<file path="config.mk">
export PLATFORM = sky130hd
export DESIGN_NAME = smbcfg_bank
export DESIGN_NICKNAME = d
export VERILOG_FILES = /design/src/rtl/smbcfg_pkg.sv /design/src/rtl/smbcfg_wr_seq.sv /design/src/rtl/smbcfg_store.sv /design/src/rtl/smbcfg_rd_port.sv /design/src/rtl/smbcfg_bank.sv
export SDC_FILE = /design/constraint.sdc
export NUM_CORES = 1
export LEC_CHECK = 0
export BUFFER_PORTS_ARGS = -buffer_cell sky130_fd_sc_hd__buf_2
export CAP_MARGIN = 5
export CORE_UTILIZATION = 57
export CTS_CLUSTER_SIZE = 10
export DETAILED_ROUTE_END_ITERATION = 6
export GPL_TIMING_DRIVEN = 1
export PLACE_DENSITY = 0.82
export SLEW_MARGIN = 20
export SYNTH_ARGS = -nofsm -noshare
export SYNTH_HDL_FRONTEND = slang
export SYNTH_SLANG_ARGS = --single-unit
export TNS_END_PERCENT = 5
</file>
<file path="constraint.sdc">
create_clock -name clk -period 4.83 [get_ports clk]
set_input_delay 0.483 -clock clk [delete_from_list [all_inputs] [get_ports clk]]
set_output_delay 0.483 -clock clk [all_outputs]
set_load 0.02 [all_outputs]
</file>
<file path="src/rtl/smbcfg_pkg.sv">
package smbcfg_pkg;

    localparam int DW      = 8;
    localparam int NREG    = 25;
    localparam int IW      = $clog2(NREG);
    localparam int PW      = 8;
    localparam int HDR_LEN = 2;
    localparam int NGRP    = 3;

    localparam int RG_CNT   = 6;
    localparam int RG_STRAP = 7;
    localparam int RG_RSVD  = 10;
    localparam int RG_ID0   = 11;
    localparam int RG_ID1   = 12;

    localparam logic [3:0] VENDOR_NIB = 4'b0001;

    typedef struct packed {
        logic          en;
        logic [PW-1:0] idx;
        logic [DW-1:0] dat;
    } wr_req_t;

    function automatic int grp_first(input int g);
        case (g)
            0:       return 14;
            1:       return 16;
            default: return 18;
        endcase
    endfunction

    function automatic int grp_last(input int g);
        case (g)
            0:       return 15;
            1:       return 17;
            default: return 20;
        endcase
    endfunction

    function automatic int grp_of(input int i);
        for (int g = 0; g < NGRP; g++) begin
            if (i >= grp_first(g) && i <= grp_last(g)) return g;
        end
        return -1;
    endfunction

    function automatic bit is_fixed(input int i);
        return (i == RG_STRAP) || (i == RG_RSVD) || (i == RG_ID0) || (i == RG_ID1);
    endfunction

    function automatic logic [DW-1:0] dflt(input int i);
        case (i)
            1, 2, 3, 4, 5, 9: return 8'hFF;
            RG_CNT:           return 8'h06;
            14:               return 8'h3C;
            15:               return 8'h12;
            17:               return 8'h0A;
            18:               return 8'h11;
            19:               return 8'h22;
            20:               return 8'h44;
            21, 22, 23:       return 8'h80;
            default:          return 8'h00;
        endcase
    endfunction

endpackage

</file>
<file path="src/rtl/smbcfg_wr_seq.sv">
module smbcfg_wr_seq
    import smbcfg_pkg::*;
(
    input  logic          clk,
    input  logic          rst,
    input  logic          start_i,
    input  logic          stop_i,
    input  logic          vld_i,
    input  logic [DW-1:0] dat_i,
    output wr_req_t       wr_o,
    output logic          abort_o
);

    logic [PW-1:0] pos;
    logic          active;

    always_comb begin
        wr_o.en  = vld_i && active && !start_i && !stop_i && (pos >= PW'(HDR_LEN));
        wr_o.idx = pos - PW'(HDR_LEN);
        wr_o.dat = dat_i;
        abort_o  = start_i || stop_i;
    end

    always_ff @(posedge clk) begin
        if (rst) begin
            pos    <= '0;
            active <= 1'b0;
        end else if (start_i) begin
            pos    <= '0;
            active <= 1'b1;
        end else if (stop_i) begin
            active <= 1'b0;
        end else if (vld_i && active && (pos != {PW{1'b1}})) begin
            pos <= pos + PW'(1);
        end
    end

    a_r2_idle_silent: assert property (@(posedge clk) disable iff (rst)
        (!$past(rst) && !$past(active) && !start_i) |-> !wr_o.en);

endmodule

</file>
<file path="src/rtl/smbcfg_store.sv">
module smbcfg_store
    import smbcfg_pkg::*;
#(
    parameter logic [3:0]    REV_HI = 4'h2,
    parameter logic [DW-1:0] REV_LO = 8'h03
) (
    input  logic                     clk,
    input  logic                     rst,
    input  logic [DW-1:0]            strap_i,
    input  wr_req_t                  wr_i,
    input  logic                     abort_i,
    output logic [NREG-1:0][DW-1:0]  rb_o
);

    logic [DW-1:0]   strap_q;
    logic [NGRP-1:0] commit;

    always_ff @(posedge clk) begin
        if (rst) strap_q <= strap_i;
    end

    for (genvar g = 0; g < NGRP; g++) begin : g_grp
        localparam int F = grp_first(g);
        localparam int L = grp_last(g);
        logic pend;

        assign commit[g] = wr_i.en && (wr_i.idx == PW'(L)) && pend;

        always_ff @(posedge clk) begin
            if (rst || abort_i)                         pend <= 1'b0;
            else if (wr_i.en && wr_i.idx == PW'(F))     pend <= 1'b1;
            else if (commit[g])                         pend <= 1'b0;
        end

        a_r3_grp_atomic: assert property (@(posedge clk) disable iff (rst)
            (!$past(rst) && (rb_o[F] != $past(rb_o[F])))
            |-> ($past(wr_i.en) && ($past(wr_i.idx) == PW'(L))));
    end

    for (genvar i = 0; i < NREG; i++) begin : g_reg
        localparam int G = grp_of(i);
        if (is_fixed(i)) begin : g_fix
            if (i == RG_STRAP) begin : g_strap
                assign rb_o[i] = ~strap_q;
            end else if (i == RG_ID0) begin : g_id0
                assign rb_o[i] = {REV_HI, VENDOR_NIB};
            end else if (i == RG_ID1) begin : g_id1
                assign rb_o[i] = REV_LO;
            end else begin : g_zero
                assign rb_o[i] = '0;
            end
        end else if (G >= 0) begin : g_gmem
            logic [DW-1:0] val;
            logic [DW-1:0] nxt;
            if (i == grp_last(G)) begin : g_tail
                assign nxt = wr_i.dat;
            end else begin : g_body
                logic [DW-1:0] shd;
                always_ff @(posedge clk) begin
                    if (rst)                                 shd <= '0;
                    else if (wr_i.en && wr_i.idx == PW'(i))  shd <= wr_i.dat;
                end
                assign nxt = shd;
            end
            always_ff @(posedge clk) begin
                if (rst)            val <= dflt(i);
                else if (commit[G]) val <= nxt;
            end
            assign rb_o[i] = val;
        end else begin : g_plain
            logic [DW-1:0] val;
            always_ff @(posedge clk) begin
                if (rst) begin
                    val <= dflt(i);
                end else if (wr_i.en && wr_i.idx == PW'(i)) begin
                    if (i == RG_CNT && wr_i.dat == '0) val <= DW'(1);
                    else                               val <= wr_i.dat;
                end
            end
            assign rb_o[i] = val;
        end
    end

    a_r5_cnt_nonzero: assert property (@(posedge clk) disable iff (rst)
        !$past(rst) |-> (rb_o[RG_CNT] != '0));

    a_r7_high_idx_ignored: assert property (@(posedge clk) disable iff (rst)
        (wr_i.en && wr_i.idx >= PW'(NREG)) |=> $stable(rb_o));

endmodule

</file>
<file path="src/rtl/smbcfg_rd_port.sv">
module smbcfg_rd_port
    import smbcfg_pkg::*;
(
    input  logic                     clk,
    input  logic                     rst,
    input  logic                     start_i,
    input  logic                     req_i,
    input  logic [NREG-1:0][DW-1:0]  rb_i,
    output logic                     rdy_o,
    output logic [DW-1:0]            dat_o
);

    logic [PW-1:0] ptr;

    always_ff @(posedge clk) begin
        if (rst) begin
            ptr   <= '0;
            rdy_o <= 1'b0;
            dat_o <= '0;
        end else begin
            rdy_o <= 1'b0;
            if (start_i) begin
                ptr <= '0;
            end else if (req_i && (ptr < rb_i[RG_CNT])) begin
                rdy_o <= 1'b1;
                dat_o <= (ptr < PW'(NREG)) ? rb_i[ptr[IW-1:0]] : {DW{1'b1}};
                ptr   <= ptr + PW'(1);
            end
        end
    end

    a_r6_rdy_follows_req: assert property (@(posedge clk) disable iff (rst)
        rdy_o |-> ($past(req_i) && !$past(rst)));

endmodule

</file>
<file path="src/rtl/smbcfg_bank.sv">
module smbcfg_bank
    import smbcfg_pkg::*;
#(
    parameter logic [3:0]    REV_HI = 4'h2,
    parameter logic [DW-1:0] REV_LO = 8'h03
) (
    input  logic               clk,
    input  logic               rst,
    input  logic [DW-1:0]      strap_i,
    input  logic               xfer_start_i,
    input  logic               xfer_stop_i,
    input  logic               byte_vld_i,
    input  logic [DW-1:0]      byte_dat_i,
    input  logic               rd_req_i,
    output logic               rd_rdy_o,
    output logic [DW-1:0]      rd_dat_o,
    output logic [NREG*DW-1:0] cfg_o
);

    wr_req_t                 wr;
    logic                    abort;
    logic [NREG-1:0][DW-1:0] rb;

    smbcfg_wr_seq u_wr_seq (
        .clk     (clk),
        .rst     (rst),
        .start_i (xfer_start_i),
        .stop_i  (xfer_stop_i),
        .vld_i   (byte_vld_i),
        .dat_i   (byte_dat_i),
        .wr_o    (wr),
        .abort_o (abort)
    );

    smbcfg_store #(
        .REV_HI (REV_HI),
        .REV_LO (REV_LO)
    ) u_store (
        .clk     (clk),
        .rst     (rst),
        .strap_i (strap_i),
        .wr_i    (wr),
        .abort_i (abort),
        .rb_o    (rb)
    );

    smbcfg_rd_port u_rd_port (
        .clk     (clk),
        .rst     (rst),
        .start_i (xfer_start_i),
        .req_i   (rd_req_i),
        .rb_i    (rb),
        .rdy_o   (rd_rdy_o),
        .dat_o   (rd_dat_o)
    );

    assign cfg_o = rb;

endmodule

</file>
==> results.py, run 1 <==
metrics = {
    "clock_tree": {
        "number_of_buffers_added_by_the_clock_tree_synthesis_step": 27,
        "cts-htree-levels": 1,
        "postCtsSetupBuffers": 0,
        "cts.repair.resized": 0,
        "clock_path_buffers": 3,
        "cts_hold_buffers": 0,
        "tritoncts": "yes",
        "clock_insertion_delay_worst_skew_ns": 0.54,
        "clock_sink_count": 237,
        "clkSlewWorstSetupHoldPaths_ns": 0.06,
        "clock_tree.root_cell": "sky130_fd_sc_hd__clkbuf_16",
    },
    "yosys": {
        "top_cell_type_by_total_area_after_synthesis": "sky130_fd_sc_hd__dfxtp_1",
        "synth_area_in_adders_pct": 1.66,
        "synth_top_flop_cell": "sky130_fd_sc_hd__dfxtp_1",
        "synth_top_family_by_area": "multiplexers",
        "postSynthCellCount": 1241,
        "synth.top_cells.by_area": "sky130_fd_sc_hd__dfxtp_1, sky130_fd_sc_hd__mux2i_1, sky130_fd_sc_hd__a21oi_1, sky130_fd_sc_hd__nand2_1, sky130_fd_sc_hd__nor2_1",
        "synthesis.area_per_instance_um2": 9.11,
        "synth_area_um2": 11300,
        "synth_largest_type_area_fraction_pct": 40.6,
        "synthArstFlopShare_pct": 0,
        "yosys-mux-area-fraction_pct": 18.3,
        "area_fraction_in_compound_gates_after_synthesis_pct": 14.1,
        "synth.lib_cells_used.distinct": 65,
        "post_synth_xor_area_fraction_pct": 0.697,
        "seq_area_frac_synth_pct": 42.7,
        "synthSimpleGateAreaFrac_pct": 16.2,
        "synth-warning-count": 0,
        "synth_edf_count": 8,
        "ys_ff_latch": 237,
    },
    "timing": {
        "relSlewSlack_pct": 27.8,
        "rsz_0062_raised_after_global_routing": "no",
        "worst_pin_slew_ns": 1.08,
        "hold_viol_final": 0,
        "layout_min_cycle_time_ns": 3.27,
        "final-max-slew-violation-count": 0,
        "setup_viol": 0,
        "worst_clock_skew_ns": 0.0150,
        "post_route_setup_tns_ns": 0,
        "final_min_period_over_clock_period_pct": 67.8,
        "fmax_mhz": 306,
    },
    "floorplanning": {
        "i_o_pin_count": 231,
        "die-height_um": 143,
        "placement_rows": 51,
        "die_area_um2": 20400,
        "initial_core_utilization_pct": 58.1,
        "die_w_um": 143,
        "core_um2": 19500,
    },
    "critical_path": {
        "critPathCaptureType": "register",
        "cp-start-kind": "register",
        "crit_type": "register to register",
        "reg2regPathDepth": 7,
        "critical_path.max_fanout": 13,
        "critPathRequiredTime_ns": 5.27,
        "arrival_ns": 3.71,
    },
    "global_route": {
        "grt_pass1_wl_um": 56900,
        "grtUsageTotal_pct": 37.1,
        "global_route.overflow_total": 0,
        "grt_pass1_vias": 9583,
        "grt_start_max_net_pins": 77,
        "antenna_found_initial": 0,
    },
    "finish": {
        "layout.cells.most_common": "sky130_fd_sc_hd__dfxtp_1",
        "layout.nets": 1426,
        "top_library_cells_by_usage_in_the_layout_fill_and_taps_aside": "sky130_fd_sc_hd__dfxtp_1, sky130_fd_sc_hd__buf_2, sky130_fd_sc_hd__mux2i_1, sky130_fd_sc_hd__nand2_1, sky130_fd_sc_hd__nor2_1",
        "layout-drive-gt1-share_pct": 22.1,
        "antenna-diode-count": 0,
        "flow.area_growth_from_synthesis_pct": 14.8,
    },
    "placed_design": {
        "port_buffers": 206,
        "place_congestion": 0.956,
        "place_hpwl_um": 26300,
    },
    "detailed_routing": {
        "number_of_drc_markers_in_iteration_0": 1171,
        "antenna_left": 0,
        "wirelength_um": 38700,
        "vias": 10700,
        "drc": 0,
        "routed_via_density": 6.42,
        "wl_per_cell_um": 23.3,
        "firstDrtPassIters": 6,
    },
    "status": {
        "status": "completed",
    },
    "min_path": {
        "number_of_cells_on_the_worst_hold_path": 1,
        "hold_path_class": "input port to register",
    },
    "pwr": {
        "standby_leakage_power_nw": 5.74,
        "design_power_total_mw": 3.97,
        "ir_drop_uv": 305,
        "power_density_over_the_cells_nw_per_um2": 306,
    },
    "flow_run": {
        "cap_viol_max_count": 0,
    },
}
-- synthesized netlist by cell type, types with 17 or more instances --
library cell and number:
sky130_fd_sc_hd__nor2_1 100, sky130_fd_sc_hd__nor3_1 26, sky130_fd_sc_hd__clkbuf_1 77, sky130_fd_sc_hd__buf_4 26, sky130_fd_sc_hd__mux2i_1 166, sky130_fd_sc_hd__nand3_1 48, sky130_fd_sc_hd__inv_1 31, sky130_fd_sc_hd__a21oi_1 94
sky130_fd_sc_hd__dfxtp_1 229, sky130_fd_sc_hd__a211oi_1 17, sky130_fd_sc_hd__nand4_1 25, sky130_fd_sc_hd__nor4_1 18, sky130_fd_sc_hd__o21ai_0 72, sky130_fd_sc_hd__nand2_1 103
-- per-layer routing --
layer / GRT usage, % / share of wire [%] / vias to the layer above
met5: 0 / 0 / -
met4: 17.4 / 4.7 / 0
met3: 8.99 / 12 / 131
met2: 57.1 / 44 / 745
met1: 48.9 / 39 / 5090
li1: - / - / 4692
-- per-stage QoR --
stage | cells | utilization [%] | hold WS (ns) | worst slack [ns] | cell area (µm²)
after floorplan | 1263 | - | 0.439 | 2.40 | 11400
after global placement | 1625 | 63.0 | 0.447 | 1.78 | 12300
after detailed placement | 1625 | 63.0 | 0.457 | 1.70 | 12300
after CTS | 1659 | 66.7 | 0.112 | 1.63 | 13000
after global routing | 1659 | 66.7 | 0.113 | 1.36 | 13000
final | 1659 | 66.7 | 0.115 | 1.56 | 13000
-- critical path, stage by stage, from the launching register on --
cell	delay [ns]
sky130_fd_sc_hd__dfxtp_1	0.55
sky130_fd_sc_hd__inv_1	0.15
sky130_fd_sc_hd__ha_1	0.37
sky130_fd_sc_hd__or2_2	0.35
sky130_fd_sc_hd__o21ai_0	0.24
sky130_fd_sc_hd__a21o_1	0.50
sky130_fd_sc_hd__nand4_1	0.64
sky130_fd_sc_hd__mux2i_1	0.36
-- area by class of cell --
type	instances	area (µm²)
clock buffers	33	698
clock inverters	1	8.76
fillers	1551	6480
inverters	32	120
multi-input cells	871	5860
flip-flops and latches	237	4830
well taps	265	332
repair buffers	220	1140
-- sequential cells by signal, summed over array words and instances (netlist names) --
| name | flops |
|---|---|
| u_rd_port.dat_o | 8 |
| u_rd_port.ptr | 8 |
| u_rd_port.rdy_o | 1 |
| u_store.g.g_gmem.g_body.shd | 32 |
| u_store.g.g_gmem.val | 56 |
| u_store.g.g_plain.val | 112 |
| u_store.g_grp.pend | 3 |
| u_store.strap_q | 8 |
| u_wr_seq.active | 1 |
| u_wr_seq.pos | 8 |
-- worst paths after layout --
kind         slack, ns                                             endpoint                                                start
max               1.56  u_store.g_reg[18].g_gmem.g_body.shd[6]$_SDFFE_PP0P_                         u_wr_seq.pos[1]$_SDFFE_PP0P_
min reg2reg       0.46         u_store.g_reg[16].g_gmem.val[7]$_SDFFE_PP0P_  u_store.g_reg[16].g_gmem.g_body.shd[7]$_SDFFE_PP0P_
min               0.11                         u_store.strap_q[3]$_DFFE_PP_                                           strap_i[3]
max reg2reg       1.56  u_store.g_reg[18].g_gmem.g_body.shd[6]$_SDFFE_PP0P_                         u_wr_seq.pos[1]$_SDFFE_PP0P_
-- cell families after synthesis --
logic type / after synthesis
fa+ha+maj: 15
mux: 188
simple gates: 374
xor+xnor: 9
buf+inv: 155
flops: 237
compound gates: 261
other cells: 2
-- power by group --
part | leakage [nW] | internal (mW) | switching [mW]
sequential | 1.93 | 1.98 | 0.0139
clock | 0.344 | 0.996 | 0.770
combinational | 3.46 | 0.0508 | 0.164
total | 5.74 | 3.03 | 0.947
Power figures use the tool's default switching activity.
==> run 2, diff against run 1 <==
Settings changed: CORE_UTILIZATION 57 to 50, PLACE_DENSITY 0.82 to 0.77.
Clock period 4.83 ns to 2.7 ns, I/O delays scaled along.
==> run 2 against run 1 <==
Effect of this change: the flow now finishes with violations (DRC); flip-flop and latch count stayed put; hold slack worse by 0.050 ns; largest power group unchanged; clock skew shrank 0.0022 ns; register-to-register slack lost 1.3 ns; worst setup slack got worse by 1.3 ns; wire length is 4.6% higher; count of clock-buffer cells in the layout unchanged; clock power up 88%; highest routed layer unchanged; sequential share of layout area shrank 2.0 points; sequential power is 79% higher; global-route usage is 2.8 points lower; core utilization is 4.4 points lower.
==> results.py, run 2 (synthesized netlist as in run 1, its figures left out) <==
metrics = {
    "status": {
        "status": "finished, violations left",
        "violations": "DRC",
    },
    "placed_design": {
        "port_buffers": 206,
        "place_hpwl_um": 28600,
        "dp_slack_ns": 0.0393,
        "place_congestion": 0.947,
    },
    "timing": {
        "layout_min_cycle_time_ns": 2.47,
        "setup_viol": 0,
        "post_route_setup_tns_ns": 0,
        "rsz_0062_raised_after_global_routing": "no",
        "post-route-worst-setup-slack_ns": 0.228,
        "relSlewSlack_pct": 54.6,
        "final_min_period_over_clock_period_pct": 91.6,
        "hold_viol_final": 0,
        "final-max-slew-violation-count": 0,
        "worst_clock_skew_ns": 0.0127,
        "fmax_mhz": 405,
        "worst_pin_slew_ns": 0.679,
    },
    "detailed_routing": {
        "number_of_drc_markers_in_iteration_0": 1220,
        "vias": 11000,
        "wirelength_um": 40400,
        "wl_per_cell_um": 23.1,
        "routed_via_density": 6.31,
        "firstDrtPassIters": 7,
        "antenna_left": 0,
        "drc": 14,
    },
    "finish": {
        "flow.area_growth_from_synthesis_pct": 21.4,
        "layout.cells.most_common": "sky130_fd_sc_hd__dfxtp_1",
        "antenna-diode-count": 0,
        "reg_top3": "u_store.g.g_plain.val: 112 flops, u_store.g.g_gmem.val: 56 flops, u_store.g.g_gmem.g_body.shd: 32 flops",
        "max_reg_flops": 112,
        "largest_register": "u_store.g.g_plain.val",
        "top_library_cells_by_usage_in_the_layout_fill_and_taps_aside": "sky130_fd_sc_hd__dfxtp_1, sky130_fd_sc_hd__buf_2, sky130_fd_sc_hd__mux2i_1, sky130_fd_sc_hd__nand2_1, sky130_fd_sc_hd__nor2_1",
        "layout.nets": 1502,
        "layout-drive-gt1-share_pct": 26.1,
    },
    "critical_path": {
        "critPathRequiredTime_ns": 3.09,
        "critical_path.max_stage_delay_ns": 0.53,
        "arrival_ns": 2.86,
        "timing.critical_path.slowest_stage_cell": "sky130_fd_sc_hd__nor2_1",
        "reg2regPathDepth": 7,
        "setup.reg_to_reg.worst_slack_ns": 0.23,
        "crit_type": "register to register",
        "rr_endpoint": "u_rd_port.dat_o[7]$_SDFFE_PP0P_",
        "critPathCaptureType": "register",
        "crit-reg2reg-launch": "u_store.g_reg[6].g_plain.val[5]$_SDFFE_PP0P_",
        "critical_path.max_fanout": 11,
        "timing.critical_path.cells": "inv_1, ha_1, a211oi_1, o21ai_0, a21o_1, nor2_1, a31oi_1",
        "cp-start-kind": "register",
    },
    "min_path": {
        "holdPathEnd": "u_wr_seq.active$_SDFFE_PP0P_",
        "hold_path_class": "input port to register",
        "start_point_of_the_worst_min_delay_path": "xfer_start_i",
        "number_of_cells_on_the_worst_hold_path": 3,
    },
    "pwr": {
        "ir_drop_uv": 445,
        "design_power_total_mw": 7.32,
        "power_density_over_the_cells_nw_per_um2": 533,
        "standby_leakage_power_nw": 6.16,
    },
    "clock_tree": {
        "cts-htree-levels": 1,
        "number_of_buffers_added_by_the_clock_tree_synthesis_step": 28,
        "clock_path_buffers": 3,
        "clock_insertion_delay_worst_skew_ns": 0.54,
        "postCtsSetupBuffers": 0,
        "tritoncts": "yes",
        "clock_tree.root_cell": "sky130_fd_sc_hd__clkbuf_16",
        "clkSlewWorstSetupHoldPaths_ns": 0.06,
        "clock_sink_count": 237,
    },
    "floorplanning": {
        "die-height_um": 152,
        "die_area_um2": 23200,
        "placement_rows": 54,
        "die_w_um": 152,
        "i_o_pin_count": 231,
        "core_um2": 22000,
        "initial_core_utilization_pct": 51.3,
    },
    "global_route": {
        "grt_pass1_wl_um": 61600,
        "grt_start_max_net_pins": 50,
        "global_route.overflow_total": 0,
        "antenna_found_initial": 0,
        "grt_pass1_vias": 10300,
        "grtUsageTotal_pct": 34.3,
    },
    "flow_run": {
        "cap_viol_max_count": 0,
    },
}
-- run 2: changes by cell type in the layout (fill, tap and decap cells not counted), sizes merged --
cell,delta
inv,-1
dlygate4sd3,+8
buf,+67
clkinv,+3
-- run 2: how the worst max path moves through the flow --
stage / startpoint / end / slack [ns] / cells after the start
final: u_store.g_reg[6].g_plain.val[5]$_SDFFE_PP0P_ / u_rd_port.dat_o[7]$_SDFFE_PP0P_ / 0.23 / 7
after floorplan: u_wr_seq.pos[2]$_SDFFE_PP0P_ / u_store.g_reg[20].g_gmem.val[3]$_SDFFE_PP0P_ / 0.27 / 8
after global routing: u_store.g_reg[6].g_plain.val[2]$_SDFFE_PP1P_ / u_rd_port.dat_o[3]$_SDFFE_PP0P_ / 0.05 / 7
after detailed placement: u_wr_seq.pos[1]$_SDFFE_PP0P_ / u_store.g_reg[17].g_gmem.val[0]$_SDFFE_PP0P_ / 0.04 / 7
after CTS: u_wr_seq.pos[1]$_SDFFE_PP0P_ / u_store.g_reg[17].g_gmem.val[0]$_SDFFE_PP0P_ / 0.02 / 7
after global placement: u_wr_seq.pos[1]$_SDFFE_PP0P_ / u_store.g_reg[0].g_plain.val[3]$_SDFFE_PP0P_ / 0.13 / 8
-- run 2: power by group --
group	total [mW]	switching, mW	internal (mW)
Clock	3.32	1.40	1.92
Sequential	3.56	0.0205	3.54
Combinational	0.443	0.311	0.132
-- run 2: routing by layer --
| metal | wire (µm) | GRT usage [%] |
|---|---|---|
| met5 | 0 | 0 |
| met4 | 1750 | 15.2 |
| met3 | 4230 | 5.60 |
| met2 | 18300 | 54.3 |
| met1 | 16200 | 46.2 |
-- run 2: final cells by class --
class / instances / area [µm²]
flip-flops and latches: 237 / 4830
fillers: 1856 / 8300
inverters: 32 / 120
well taps: 280 / 350
repair buffers: 295 / 1770
multi-input cells: 871 / 5890
clock inverters: 3 / 15.0
clock buffers: 33 / 751
-- run 2: critical path, delay by kind of cell, from the launching register on --
kind | cells | cell delay (ns)
AO/OA/AOI/OAI | 4 | 1.01
buffers and inverters | 1 | 0.06
AND/OR/NAND/NOR | 1 | 0.53
adder cells (fa/ha/maj) | 1 | 0.31
flip-flops | 1 | 0.41
-- run 2: timing repair --
item / in CTS / in global routing
hold buffers: 8 / 0
gates resized for setup: 0 / 6
hold endpoints to repair: 8 / 0
endpoints found under the setup margin: 0 / 54
-- run 2: metrics by stage --
step                      hold WS [ns]  utilization (%)  cells  cell area, µm²
final                           0.0648             62.3   1751           13700
after floorplan                  0.369                -   1263           11400
after global placement           0.445             58.3   1707           12800
after detailed placement         0.449             58.3   1707           12800
after CTS                       0.0597             62.1   1751           13700
after global routing            0.0926             62.3   1751           13700
==> run 3, diff against run 2 <==
Settings changed: RECOVER_POWER from default to 100.
==> run 3 against run 2 <==
Effect of this change: the flow finishes with violations (DRC, capacitance limit, slew limit); combinational power decreased by 2%; global-route usage unchanged; via count decreased by 0.25%; clock skew decreased by 0.0043 ns; clock power about the same; count of clock-buffer cells in the layout unchanged; sequential share of layout area increased by 0.83 points; final cell count unchanged; critical endpoint is now u_store.g_reg[18].g_gmem.g_body.shd[5]$_SDFFE_PP0P_; largest cell class unchanged.
==> results.py, run 3 (synthesized netlist as in run 1, its figures left out) <==
metrics = {
    "finish": {
        "layout.nets": 1502,
        "largest_register": "u_store.g.g_plain.val",
        "reg_top3": "u_store.g.g_plain.val: 112 flops, u_store.g.g_gmem.val: 56 flops, u_store.g.g_gmem.g_body.shd: 32 flops",
        "layout-drive-gt1-share_pct": 12.8,
        "antenna-diode-count": 0,
        "flow.area_growth_from_synthesis_pct": 18.6,
        "top_library_cells_by_usage_in_the_layout_fill_and_taps_aside": "sky130_fd_sc_hd__dfxtp_1, sky130_fd_sc_hd__clkbuf_1, sky130_fd_sc_hd__mux2i_1, sky130_fd_sc_hd__nand2_1, sky130_fd_sc_hd__nor2_1",
        "max_reg_flops": 112,
        "layout.cells.most_common": "sky130_fd_sc_hd__dfxtp_1",
    },
    "status": {
        "status": "finished, violations left",
        "violations": "DRC, capacitance limit, slew limit",
    },
    "timing": {
        "post_route_setup_tns_ns": 0,
        "final_min_period_over_clock_period_pct": 93.8,
        "hold_viol_final": 0,
        "hold_ws_ns": 0.0702,
        "rsz_0062_raised_after_global_routing": "no",
        "setup_viol": 0,
        "worst_pin_slew_ns": 2.25,
        "worst_clock_skew_ns": 0.00843,
        "layout_min_cycle_time_ns": 2.53,
        "post-route-worst-setup-slack_ns": 0.169,
        "fmax_mhz": 395,
        "relSlewSlack_pct": -50.1,
        "final-max-slew-violation-count": 80,
    },
    "min_path": {
        "holdPathEnd": "u_wr_seq.active$_SDFFE_PP0P_",
        "start_point_of_the_worst_min_delay_path": "xfer_start_i",
        "hold_path_class": "input port to register",
        "number_of_cells_on_the_worst_hold_path": 3,
    },
    "detailed_routing": {
        "vias": 11000,
        "wl_per_cell_um": 23.1,
        "firstDrtPassIters": 7,
        "drc": 15,
        "wirelength_um": 40500,
        "antenna_left": 0,
        "routed_via_density": 6.29,
        "number_of_drc_markers_in_iteration_0": 1275,
    },
    "global_route": {
        "grtUsageTotal_pct": 34.3,
        "grt_start_max_net_pins": 50,
        "antenna_found_initial": 0,
        "global_route.overflow_total": 0,
        "grt_pass1_vias": 10300,
        "grt_pass1_wl_um": 61600,
    },
    "pwr": {
        "seqPwrFrac_pct": 48.6,
        "clockPowerShare_pct": 45.4,
        "internal_power_mw": 5.59,
        "power_density_over_the_cells_nw_per_um2": 546,
        "combinationalPowerShare_pct": 6.0,
        "ir_drop_uv": 444,
        "netSwitchingFraction_pct": 23.7,
        "standby_leakage_power_nw": 5.52,
        "netSwitchingPower_mw": 1.74,
    },
    "clock_tree": {
        "cts-htree-levels": 1,
        "clock_sink_count": 237,
        "clock_tree.root_cell": "sky130_fd_sc_hd__clkbuf_16",
        "number_of_buffers_added_by_the_clock_tree_synthesis_step": 28,
        "tritoncts": "yes",
        "clkSlewWorstSetupHoldPaths_ns": 0.06,
        "clock_path_buffers": 3,
        "postCtsSetupBuffers": 0,
        "clock_insertion_delay_worst_skew_ns": 0.54,
    },
    "critical_path": {
        "timing.critical_path.cells": "or4_1, mux2i_1, a22o_1, buf_4, nand4_1, clkbuf_2, mux2i_1",
        "timing.critical_path.slowest_stage_cell": "sky130_fd_sc_hd__or4_1",
        "worst-path-buf-inv": 2,
        "critical_path.max_stage_delay_ns": 0.59,
        "category_of_cells_accounting_for_the_largest_share_of_critical_path_delay": "simple AND/OR/NAND/NOR gates",
        "critical_path.max_fanout": 15,
        "cp-start-kind": "register",
        "critPathRequiredTime_ns": 3.11,
        "rr_endpoint": "u_store.g_reg[18].g_gmem.g_body.shd[5]$_SDFFE_PP0P_",
        "critPathCaptureType": "register",
        "critical_path.most_common_cell": "sky130_fd_sc_hd__mux2i_1",
        "reg2regPathDepth": 7,
        "setup.reg_to_reg.worst_slack_ns": 0.17,
        "crit_type": "register to register",
        "crit-reg2reg-launch": "u_wr_seq.pos[1]$_SDFFE_PP0P_",
        "arrival_ns": 2.94,
    },
    "floorplanning": {
        "initial_core_utilization_pct": 51.3,
        "die-height_um": 152,
        "die_w_um": 152,
        "i_o_pin_count": 231,
        "die_area_um2": 23200,
        "core_um2": 22000,
        "placement_rows": 54,
    },
    "flow_run": {
        "cap_viol_max_count": 2,
    },
    "placed_design": {
        "place_hpwl_um": 28600,
        "port_buffers": 206,
        "place_congestion": 0.947,
        "dp_slack_ns": 0.0393,
    },
}
## run 3: changes by cell type in the layout (fill, tap and decap cells not counted), moves of 7 or more
cell                       before  now
sky130_fd_sc_hd__clkbuf_1       3  194
sky130_fd_sc_hd__buf_2        205   20
sky130_fd_sc_hd__buf_4         78   65
sky130_fd_sc_hd__clkbuf_2       0    7
## run 3: worst max-delay path by stage
stage                     cells past startpoint                                                   to                          from  slack [ns]
after global placement                        8         u_store.g_reg[0].g_plain.val[3]$_SDFFE_PP0P_  u_wr_seq.pos[1]$_SDFFE_PP0P_        0.13
after detailed placement                      7         u_store.g_reg[17].g_gmem.val[0]$_SDFFE_PP0P_  u_wr_seq.pos[1]$_SDFFE_PP0P_        0.04
final                                         7  u_store.g_reg[18].g_gmem.g_body.shd[5]$_SDFFE_PP0P_  u_wr_seq.pos[1]$_SDFFE_PP0P_        0.17
after CTS                                     7         u_store.g_reg[17].g_gmem.val[0]$_SDFFE_PP0P_  u_wr_seq.pos[1]$_SDFFE_PP0P_        0.02
after global routing                          8         u_store.g_reg[17].g_gmem.val[7]$_SDFFE_PP0P_  u_wr_seq.pos[1]$_SDFFE_PP0P_        0.03
after floorplan                               8         u_store.g_reg[20].g_gmem.val[3]$_SDFFE_PP0P_  u_wr_seq.pos[2]$_SDFFE_PP0P_        0.27
## run 3: per-stage QoR
step           cell area, µm²  utilization, %  power [mW]  instances
5_1_grt                 13400            60.9        7.48       1751
4_1_cts                 13700            62.1        7.32       1751
3_3_place_gp            12800            58.3        4.05       1707
3_5_place_dp            12800            58.3        4.05       1707
6_report                13400            60.9        7.32       1751
2_1_floorplan           11400               -        3.89       1263
## run 3: area by class of cell
cell class                      count  area [µm²]
Tap cell                          280         350
Multi-Input combinational cell    871        5850
Timing Repair Buffer              295        1490
Clock buffer                       33         751
Inverter                           32         120
Sequential cell                   237        4830
Fill cell                        1987        8620
Clock inverter                      3        15.0
## run 3: power by group through the flow
stage	clock [mW]	sequential [mW]	combinational, mW
floorplan	0	3.63	0.258
global placement	0	3.63	0.415
detailed placement	0	3.63	0.417
CTS	3.33	3.56	0.429
global route	3.47	3.56	0.449
finish	3.33	3.56	0.436
## run 3: per-layer routing
layer  wire, µm  global-route usage, %  vias to the layer above
met4       1860                   15.2                        0
met3       4380                   5.60                      114
li1           -                      -                     4853
met2      18200                   54.3                      712
met5          0                      0                        -
met1      16000                   46.2                     5340
## run 3: worst reg2reg max path, stage by stage, from the launching register on
cell and delay (ns):
sky130_fd_sc_hd__dfxtp_2 0.38, sky130_fd_sc_hd__or4_1 0.59, sky130_fd_sc_hd__mux2i_1 0.22, sky130_fd_sc_hd__a22o_1 0.29, sky130_fd_sc_hd__buf_4 0.28, sky130_fd_sc_hd__nand4_1 0.15, sky130_fd_sc_hd__clkbuf_2 0.30, sky130_fd_sc_hd__mux2i_1 0.19
## run 3: timing repair
action	in CTS	in global routing
endpoints found under the setup margin	0	54
resized for setup	0	6
endpoints found under the hold margin	8	0
hold buffers	8	0
